--- config.mk ---
export PLATFORM = sky130hd
export DESIGN_NAME = hs_buf_monitor
export DESIGN_NICKNAME = d
export VERILOG_FILES = /design/src/rtl/hs_buf_monitor_pkg.sv /design/src/rtl/hs_buf_monitor_history.sv /design/src/rtl/hs_buf_monitor_occupancy.sv /design/src/rtl/hs_buf_monitor_rules.sv /design/src/rtl/hs_buf_monitor_sticky.sv /design/src/rtl/hs_buf_monitor.sv
export SDC_FILE = /design/constraint.sdc
export NUM_CORES = 1
export LEC_CHECK = 0
export BUFFER_PORTS_ARGS = -buffer_cell sky130_fd_sc_hd__clkbuf_2
export CAP_MARGIN = 20
export CORE_MARGIN = 2
export CORE_UTILIZATION = 50
export CTS_CLUSTER_DIAMETER = 40
export DETAILED_ROUTE_END_ITERATION = 8
export PLACE_DENSITY = 0.74
export SETUP_SLACK_MARGIN = 0.1
export SKIP_LAST_GASP = 1
export SLEW_MARGIN = 5
export SYNTH_ARGS = -nofsm -noshare
export SYNTH_HDL_FRONTEND = slang
export SYNTH_SLANG_ARGS = --single-unit
--- constraint.sdc ---
create_clock -name clk -period 2.3 [get_ports clk]
set_input_delay 0.115 -clock clk [delete_from_list [all_inputs] [get_ports clk]]
set_output_delay 0.115 -clock clk [all_outputs]
set_load 0.1 [all_outputs]
--- src/rtl/hs_buf_monitor_pkg.sv ---
package hs_buf_monitor_pkg;

    typedef enum int unsigned {
        RULE_AFTER_RST = 0,
        RULE_OUT_HOLD  = 1,
        RULE_RDY_HOLD  = 2,
        RULE_RANGE     = 3,
        RULE_FULL      = 4,
        RULE_EMPTY     = 5
    } rule_e;

    localparam int unsigned NUM_RULES = 6;

    // Handshake bits seen on both sides in one cycle
    typedef struct packed {
        logic up_valid;
        logic up_ready;
        logic dn_valid;
        logic dn_ready;
    } hs_bits_t;

    function automatic logic moves_in(input hs_bits_t h);
        return h.up_valid & h.up_ready;
    endfunction

    function automatic logic moves_out(input hs_bits_t h);
        return h.dn_valid & h.dn_ready;
    endfunction

endpackage

--- src/rtl/hs_buf_monitor_history.sv ---
module hs_buf_monitor_history
    import hs_buf_monitor_pkg::*;
#(
    parameter int unsigned DATA_W = 8
) (
    input  logic              clk,
    input  logic              rst,
    input  hs_bits_t          hs_now,
    input  logic [DATA_W-1:0] dn_data_now,
    output hs_bits_t          hs_prev,
    output logic [DATA_W-1:0] dn_data_prev,
    output logic              rst_prev,
    output logic              hist_ok
);
    logic hist_ok_q = 1'b0;

    always_ff @(posedge clk) begin
        hs_prev      <= hs_now;
        dn_data_prev <= dn_data_now;
        rst_prev     <= rst;
        hist_ok_q    <= 1'b1;
    end

    assign hist_ok = hist_ok_q;

endmodule

--- src/rtl/hs_buf_monitor_occupancy.sv ---
module hs_buf_monitor_occupancy
    import hs_buf_monitor_pkg::*;
#(
    parameter int unsigned DATA_W = 8,
    parameter int unsigned OCC_W  = 3
) (
    input  logic                    clk,
    input  logic                    rst,
    input  hs_bits_t                hs_now,
    input  logic [DATA_W-1:0]       up_data,
    output logic signed [OCC_W-1:0] occ,
    output logic [DATA_W-1:0]       last_word
);
    localparam logic signed [OCC_W-1:0] OCC_HI = {1'b0, {(OCC_W-1){1'b1}}};
    localparam logic signed [OCC_W-1:0] OCC_LO = {1'b1, {(OCC_W-1){1'b0}}};

    logic in_x, out_x;

    always_comb begin
        in_x  = moves_in(hs_now);
        out_x = moves_out(hs_now);
    end

    // Saturating count so an out-of-range value stays out of range
    always_ff @(posedge clk) begin
        if (rst) begin
            occ <= '0;
        end else if (in_x && !out_x && occ != OCC_HI) begin
            occ <= occ + 1'b1;
        end else if (out_x && !in_x && occ != OCC_LO) begin
            occ <= occ - 1'b1;
        end
    end

    // Capture is intentionally outside reset
    always_ff @(posedge clk) begin
        if (in_x) begin
            last_word <= up_data;
        end
    end

endmodule

--- src/rtl/hs_buf_monitor_rules.sv ---
module hs_buf_monitor_rules
    import hs_buf_monitor_pkg::*;
#(
    parameter int unsigned DATA_W = 8,
    parameter int unsigned OCC_W  = 3
) (
    input  logic                    rst,
    input  hs_bits_t                hs_now,
    input  logic [DATA_W-1:0]       dn_data_now,
    input  hs_bits_t                hs_prev,
    input  logic [DATA_W-1:0]       dn_data_prev,
    input  logic                    rst_prev,
    input  logic                    hist_ok,
    input  logic signed [OCC_W-1:0] occ,
    input  logic [DATA_W-1:0]       last_word,
    output logic [NUM_RULES-1:0]    hit,
    output logic                    cover_hit
);
    localparam logic signed [OCC_W-1:0] OCC_ZERO = '0;
    localparam logic signed [OCC_W-1:0] OCC_ONE  = {{(OCC_W-1){1'b0}}, 1'b1};

    logic out_waiting_prev, rdy_idle_prev, out_changed, rdy_changed;

    always_comb begin
        out_waiting_prev = hist_ok && !rst_prev && hs_prev.dn_valid && !hs_prev.dn_ready;
        rdy_idle_prev    = hist_ok && !rst_prev && hs_prev.up_ready && !hs_prev.up_valid;
        out_changed      = (hs_now.dn_valid != hs_prev.dn_valid) || (dn_data_now != dn_data_prev);
        rdy_changed      = hs_now.up_ready != hs_prev.up_ready;

        hit = '0;
        hit[RULE_AFTER_RST] = hist_ok && rst_prev && hs_now.dn_valid;
        hit[RULE_OUT_HOLD]  = out_waiting_prev && out_changed;
        hit[RULE_RDY_HOLD]  = rdy_idle_prev && rdy_changed;
        hit[RULE_RANGE]     = !rst && ((occ < OCC_ZERO) || (occ > OCC_ONE));
        hit[RULE_FULL]      = !rst && (occ == OCC_ONE) &&
                              (!hs_now.dn_valid || (dn_data_now != last_word));
        hit[RULE_EMPTY]     = !rst && (occ == OCC_ZERO) && hs_now.dn_valid;

        cover_hit = hist_ok && !rst_prev && hs_prev.dn_valid && !hs_now.dn_valid;
    end

endmodule

--- src/rtl/hs_buf_monitor_sticky.sv ---
module hs_buf_monitor_sticky #(
    parameter int unsigned N = 6
) (
    input  logic         clk,
    input  logic         rst,
    input  logic [N-1:0] set_in,
    output logic [N-1:0] flags
);
    for (genvar i = 0; i < N; i++) begin : g_bit
        always_ff @(posedge clk) begin
            if (rst) begin
                flags[i] <= 1'b0;
            end else if (set_in[i]) begin
                flags[i] <= 1'b1;
            end
        end
    end

endmodule

--- src/rtl/hs_buf_monitor.sv ---
module hs_buf_monitor
    import hs_buf_monitor_pkg::*;
#(
    parameter int unsigned DATA_W = 8,
    parameter int unsigned OCC_W  = 3
) (
    input  logic                 clk,
    input  logic                 rst,
    input  logic [DATA_W-1:0]    up_data,
    input  logic                 up_valid,
    input  logic                 up_ready,
    input  logic [DATA_W-1:0]    dn_data,
    input  logic                 dn_valid,
    input  logic                 dn_ready,
    output logic [NUM_RULES-1:0] viol,
    output logic                 cover_seen
);
    localparam int unsigned FLAG_N = NUM_RULES + 1;

    hs_bits_t                hs_now, hs_prev;
    logic [DATA_W-1:0]       dn_data_prev, last_word;
    logic                    rst_prev, hist_ok, cover_hit;
    logic signed [OCC_W-1:0] occ;
    logic [NUM_RULES-1:0]    hit;
    logic [FLAG_N-1:0]       flag_set, flag_q;

    always_comb begin
        hs_now.up_valid = up_valid;
        hs_now.up_ready = up_ready;
        hs_now.dn_valid = dn_valid;
        hs_now.dn_ready = dn_ready;
    end

    hs_buf_monitor_history #(.DATA_W(DATA_W)) u_hist (
        .clk          (clk),
        .rst          (rst),
        .hs_now       (hs_now),
        .dn_data_now  (dn_data),
        .hs_prev      (hs_prev),
        .dn_data_prev (dn_data_prev),
        .rst_prev     (rst_prev),
        .hist_ok      (hist_ok)
    );

    hs_buf_monitor_occupancy #(.DATA_W(DATA_W), .OCC_W(OCC_W)) u_occ (
        .clk       (clk),
        .rst       (rst),
        .hs_now    (hs_now),
        .up_data   (up_data),
        .occ       (occ),
        .last_word (last_word)
    );

    hs_buf_monitor_rules #(.DATA_W(DATA_W), .OCC_W(OCC_W)) u_rules (
        .rst          (rst),
        .hs_now       (hs_now),
        .dn_data_now  (dn_data),
        .hs_prev      (hs_prev),
        .dn_data_prev (dn_data_prev),
        .rst_prev     (rst_prev),
        .hist_ok      (hist_ok),
        .occ          (occ),
        .last_word    (last_word),
        .hit          (hit),
        .cover_hit    (cover_hit)
    );

    assign flag_set = {cover_hit, hit};

    hs_buf_monitor_sticky #(.N(FLAG_N)) u_sticky (
        .clk    (clk),
        .rst    (rst),
        .set_in (flag_set),
        .flags  (flag_q)
    );

    assign viol       = flag_q[NUM_RULES-1:0];
    assign cover_seen = flag_q[NUM_RULES];

endmodule

Word-level counts from Yosys, hierarchy flattened
Index checks and enable logic that the tools add are counted.

Register bits: 31. Output and inout bits: 7. Word-level logic and storage cells: 59. Bits of input ports: 22.

$lt $le $gt $ge: 2. Bitwise operators: 2. $add $sub $neg: 2. Muxes and demuxes: 2. Eq/ne operators: 7. Reductions and logical operators: 29.

Operators with widths (number): logical AND 1 bit (17); inequality test 8 bit (2); zero test 1 bit (7); two-way mux 3 bit (2); inequality test 3 bit, second input constant (2); adder 3 x 1 -> 3 bit, second input constant (1); equality test 3 x 2 -> 1 bit, second input constant (1); > comparator 3 x 2 -> 1 bit, second input constant (1); zero test 3 bit (1); logical OR 1 bit (3); less-than comparator 3 x 1 -> 1 bit, second input constant (1); subtractor 3 x 1 -> 3 bit, second input constant (1); AND 1 bit (2); inequality test 1 bit (2); nonzero test 2 bit (1).

Depth between registers and ports, before layout
Depth after elaboration: 6. Gate-level depth with buffers: 8. Depth with buffers taken out: 8.

By module
From an unflattened synthesis, not the netlist that was laid out.

Cell total of the unflattened synthesis: 104. Area total of the unflattened synthesis: 1236.2 um^2.

Modules (own cells, without submodules): hs_buf_monitor_occupancy (cells each 40, sequential area each 300.3 um^2, area each 501.7 um^2, instances 1); hs_buf_monitor_history (cells each 15, sequential area each 260.2 um^2, area each 271.5 um^2, instances 1); hs_buf_monitor_rules (cells each 35, sequential area each 0.0 um^2, area each 252.7 um^2, instances 1); hs_buf_monitor_sticky (cells each 14, sequential area each 140.1 um^2, area each 210.2 um^2, instances 1).

Worst setup path after synthesis
Ideal clock, no wire load.

Path kind: reg-to-reg. From: register u_occ.occ[0]. To: register u_occ.occ[2]. Slack: 0.542 ns. Library setup time: 0.073 ns. Buffers on the path: 1. Required time: 2.227 ns. Arrival time: 1.685 ns. Cell stages (with the launch flop): 8. Clock period less this slack: 1.758 ns. Cells stage by stage: dfxtp_1 > clkbuf_1 > nand2_1 > o21ai_0 > fa_1 > nor3_2 > a311o_1 > nor3_2.

Cells in the longest elaborated chain, start to end: 3. Elaborated cells on any way between the ends: 9. Those cells by class: add/sub: 2; eq/ne: 2; mux: 2; reduce/logical: 3.

Ends and longest elaborated chain: start, declared (RTL line hs_buf_monitor_occupancy.sv:11) `output logic signed [OCC_W-1:0] occ,`; start signal, assigned (RTL line hs_buf_monitor_occupancy.sv:29) `occ <= occ + 1'b1;`; start signal, assigned (RTL line hs_buf_monitor_occupancy.sv:31) `occ <= occ - 1'b1;`; subtractor 3 x 1 -> 3 bit (tied with other cells) (RTL line hs_buf_monitor_occupancy.sv:31); two-way mux 3 bit (tied with other cells) (RTL line hs_buf_monitor_occupancy.sv:30) `end else if (out_x && !in_x && occ != OCC_LO) begin`; two-way mux 3 bit / nonzero test 2 bit (equally long branches).

Parallel ways exist; a longest one is shown, timed or not. The select of a mux whose other input is x is not followed. A chain may end at the register's enable or synchronous reset.

Worst setup path after layout
From: input up_ready. To: register u_occ.occ[2].

Cells in the longest elaborated chain, start to end: 5. Elaborated cells on any way between the ends: 8. Those cells by class: mux: 1; bitwise: 1; reduce/logical: 6.

Ends and longest elaborated chain: start, declared (RTL line hs_buf_monitor.sv:11) `input logic up_ready,`; AND 1 bit (*) (RTL line hs_buf_monitor_pkg.sv:23) `return h.up_valid & h.up_ready;`; zero test 1 bit (RTL line hs_buf_monitor_occupancy.sv:30); logical AND 1 bit (2 in series) (RTL line hs_buf_monitor_occupancy.sv:30); nonzero test 2 bit (no source line).

Mark *: on every way between the ends. The rest lies on a longest branch, timed or not.

==> out/qor.txt <==
outcome = finished, final reports clean
worst r2r src = u_occ.occ[0]
Area Overhead vs Synth = 32.4%
Critical Path AT = 2280 ps
drt total wl = 2500 um
RSZ-0062 raised after global routing = false
clock skew = 5.86 ps
share of cells above drive strength 1 = 25.2%
Worst slew margin = 63.4%
maxcap violations = 0
I/O pin count = 29
postcts setup bufs = 0
Slew @ Worst Pin = 551 ps
global-route wire length before repair = 3830 um
Place WS = 420 ps
Slew Limit Fails = 0
Clock Sinks = 31
drt pass-1 iters = 4
Yosys top cell area share = 37.7%
Psw = 0.374 mW
mapped cell area = 1220 um2
Synth cell types = 34
post-route setup TNS = 0 ps
synthesized instance count = 109
final antenna-violating net count = 0
Worst R2R Path Depth = 6
IO buf count = 28
CTS H-tree lvls = 2
die area = 2850 um2
reg2reg setup slack = 490 ps
leading area contributor after synthesis = dfxtp_1
1st-iter DRT viols = 16
Fmax = 495 MHz
r2r endpoint = u_occ.occ[2]
post-route setup slack = 280 ps
Worst-path clk slew = 90 ps
Reg power frac = 53.4%
Clk pwr share = 24.9%
core area = 2250 um2
final setup fails = 0
Starting Density = 54.2%
largest net degree at the start of global routing = 14
root buf cell = clkbuf_4
GRT overflow = 0
P_int = 0.816 mW
EDFF count, synth = 8
VDD IR max = 575 uV
initial antenna violation count = 0
Synth Net Count = 132
RD Place Congestion = 0.806
crit path to = u_occ.occ[2]
clock buffer depth = 2
vias = 960
required time of the critical path = 2560 ps
WS Path Type = in2reg
min-delay worst type = in2reg
Min Hold Slack = 67.8 ps
crit-path max FO = 4
WL/cell = 13.4 um
number of global-route vias before repair = 891
async set or reset register ratio after synthesis = 0%
Die Y = 53.4 um
pwr dens = 736 nW/um2
syn avg cell area = 11.2 um2
leakage = 0.633 nW
top cells by area, synth = dfxtp_1, edfxtp_1, xnor2_1
DP Wirelength = 1530 um
Die X-Extent = 53.4 um
Net Sw Frac = 31.4%
ant diodes = 0
Post-synth top cells = dfxtp_1, xnor2_1, nor2_1
sequential share of the synthesized area = 57.4%
Critical Path Source Type = primary input
row count = 17
most frequent cell after synthesis = dfxtp_1
crit end category = flip-flop
CTS tree = done
Final nets = 181
Clock Latency Late Sink = 330 ps
Hold Vio Cnt, Final = 0
Min Clock Period, post-route = 2020 ps
#FFs+latches synth = 31
yosys warns = 0
Gate power share = 21.7%
ys flop type = dfxtp_1
total track usage = 20.4%
TritonCTS buffer count = 5
vias per cell = 5.13
crit share post-route = 87.8%
DR DRC count = 0
Critical Path Source = up_ready
-- cell usage in the layout (no fill, tap or decap), types with 2 or more instances in the layout --
cell,synthesis,layout
a21oi_1,5,4
clkbuf_1,3,2
clkbuf_2,0,28
clkbuf_4,0,5
dfxtp_1,23,23
dlygate4sd3_1,0,19
edfxtp_1,8,8
nand2_1,4,4
nand2b_1,2,2
nand3_1,2,2
nand4_1,5,5
nor2_1,11,11
nor3_1,5,5
nor3_2,2,2
xnor2_1,17,17
-- metrics by stage --
step	instance area [um2]	util [%]	power, mW	std cells
floorplan	1220	-	0.826	109
global placement	1370	60.9	0.874	160
detailed placement	1370	60.9	0.880	160
CTS	1610	71.5	1.19	187
global route	1620	71.7	1.25	187
finish	1620	71.7	1.19	187
-- power groups by stage --
stage	clock, mW	combinational, mW	sequential, mW
final	0.296	0.258	0.636
after global routing	0.326	0.279	0.642
after CTS	0.294	0.258	0.635
after detailed placement	0	0.232	0.648
after global placement	0	0.227	0.647
after floorplan	0	0.113	0.712
-- cells by family (layout without fill, tap and decap cells) --
family,count (synthesis),count (layout),share of synthesized area (%)
simple gates,37,37,16.5
xor+xnor,18,18,12.9
fa+ha+maj,1,1,1.64
flops,31,31,57.4
buf+inv,7,57,2.97
compound gates,15,15,8.61
-- state kept, by name, summed over array words and instances, names as in the netlist --
register             flops
u_hist.dn_data_prev      8
u_occ.last_word          8
u_sticky.flags           7
u_hist.hs_prev           4
u_occ.occ                3
u_hist.rst_prev          1
-- per-layer routing --
metal	GRT usage, %	up-vias	wire, um
li1	-	479	-
met1	21.6	441	998
met2	32.9	31	1250
met3	7.91	9	159
met4	14.1	0	87
met5	0	-	0
-- cell type report --
type	count	area, um2
sequential	31	701
fill	163	638
multi-input combinational	71	488
timing repair buffer	47	330
clock buffer	7	45.0
tap	28	35.0
inverter	2	12.5
clock inverter	1	5.00
-- worst min path at each step --
stage,from,slack [ps],to,depth (start not counted)
detailed placement,up_valid,260,u_hist.hs_prev[3],1
CTS,rst,60,u_hist.rst_prev,1
finish,rst,70,u_hist.rst_prev,1
global route,rst,60,u_hist.rst_prev,1
floorplan,dn_data[0],140,u_hist.dn_data_prev[0],0
global placement,up_valid,260,u_hist.hs_prev[3],1
-- worst max-delay path: stages --
cell and delay, ps:
dlygate4sd3_1 530, clkbuf_2 140, nand2_2 100, a21oi_2 170
o21ai_0 130, fa_1 450, nand2_1 100, nor3_1 40
a311o_1 330, nor3_2 160
-- timing repair --
item	4_1_cts	5_1_grt
resized for setup	0	1
endpoints found under the setup margin	0	1
hold buffers	19	0
hold endpoints to repair	19	0
No activity file was read; power rests on OpenSTA's default activity.
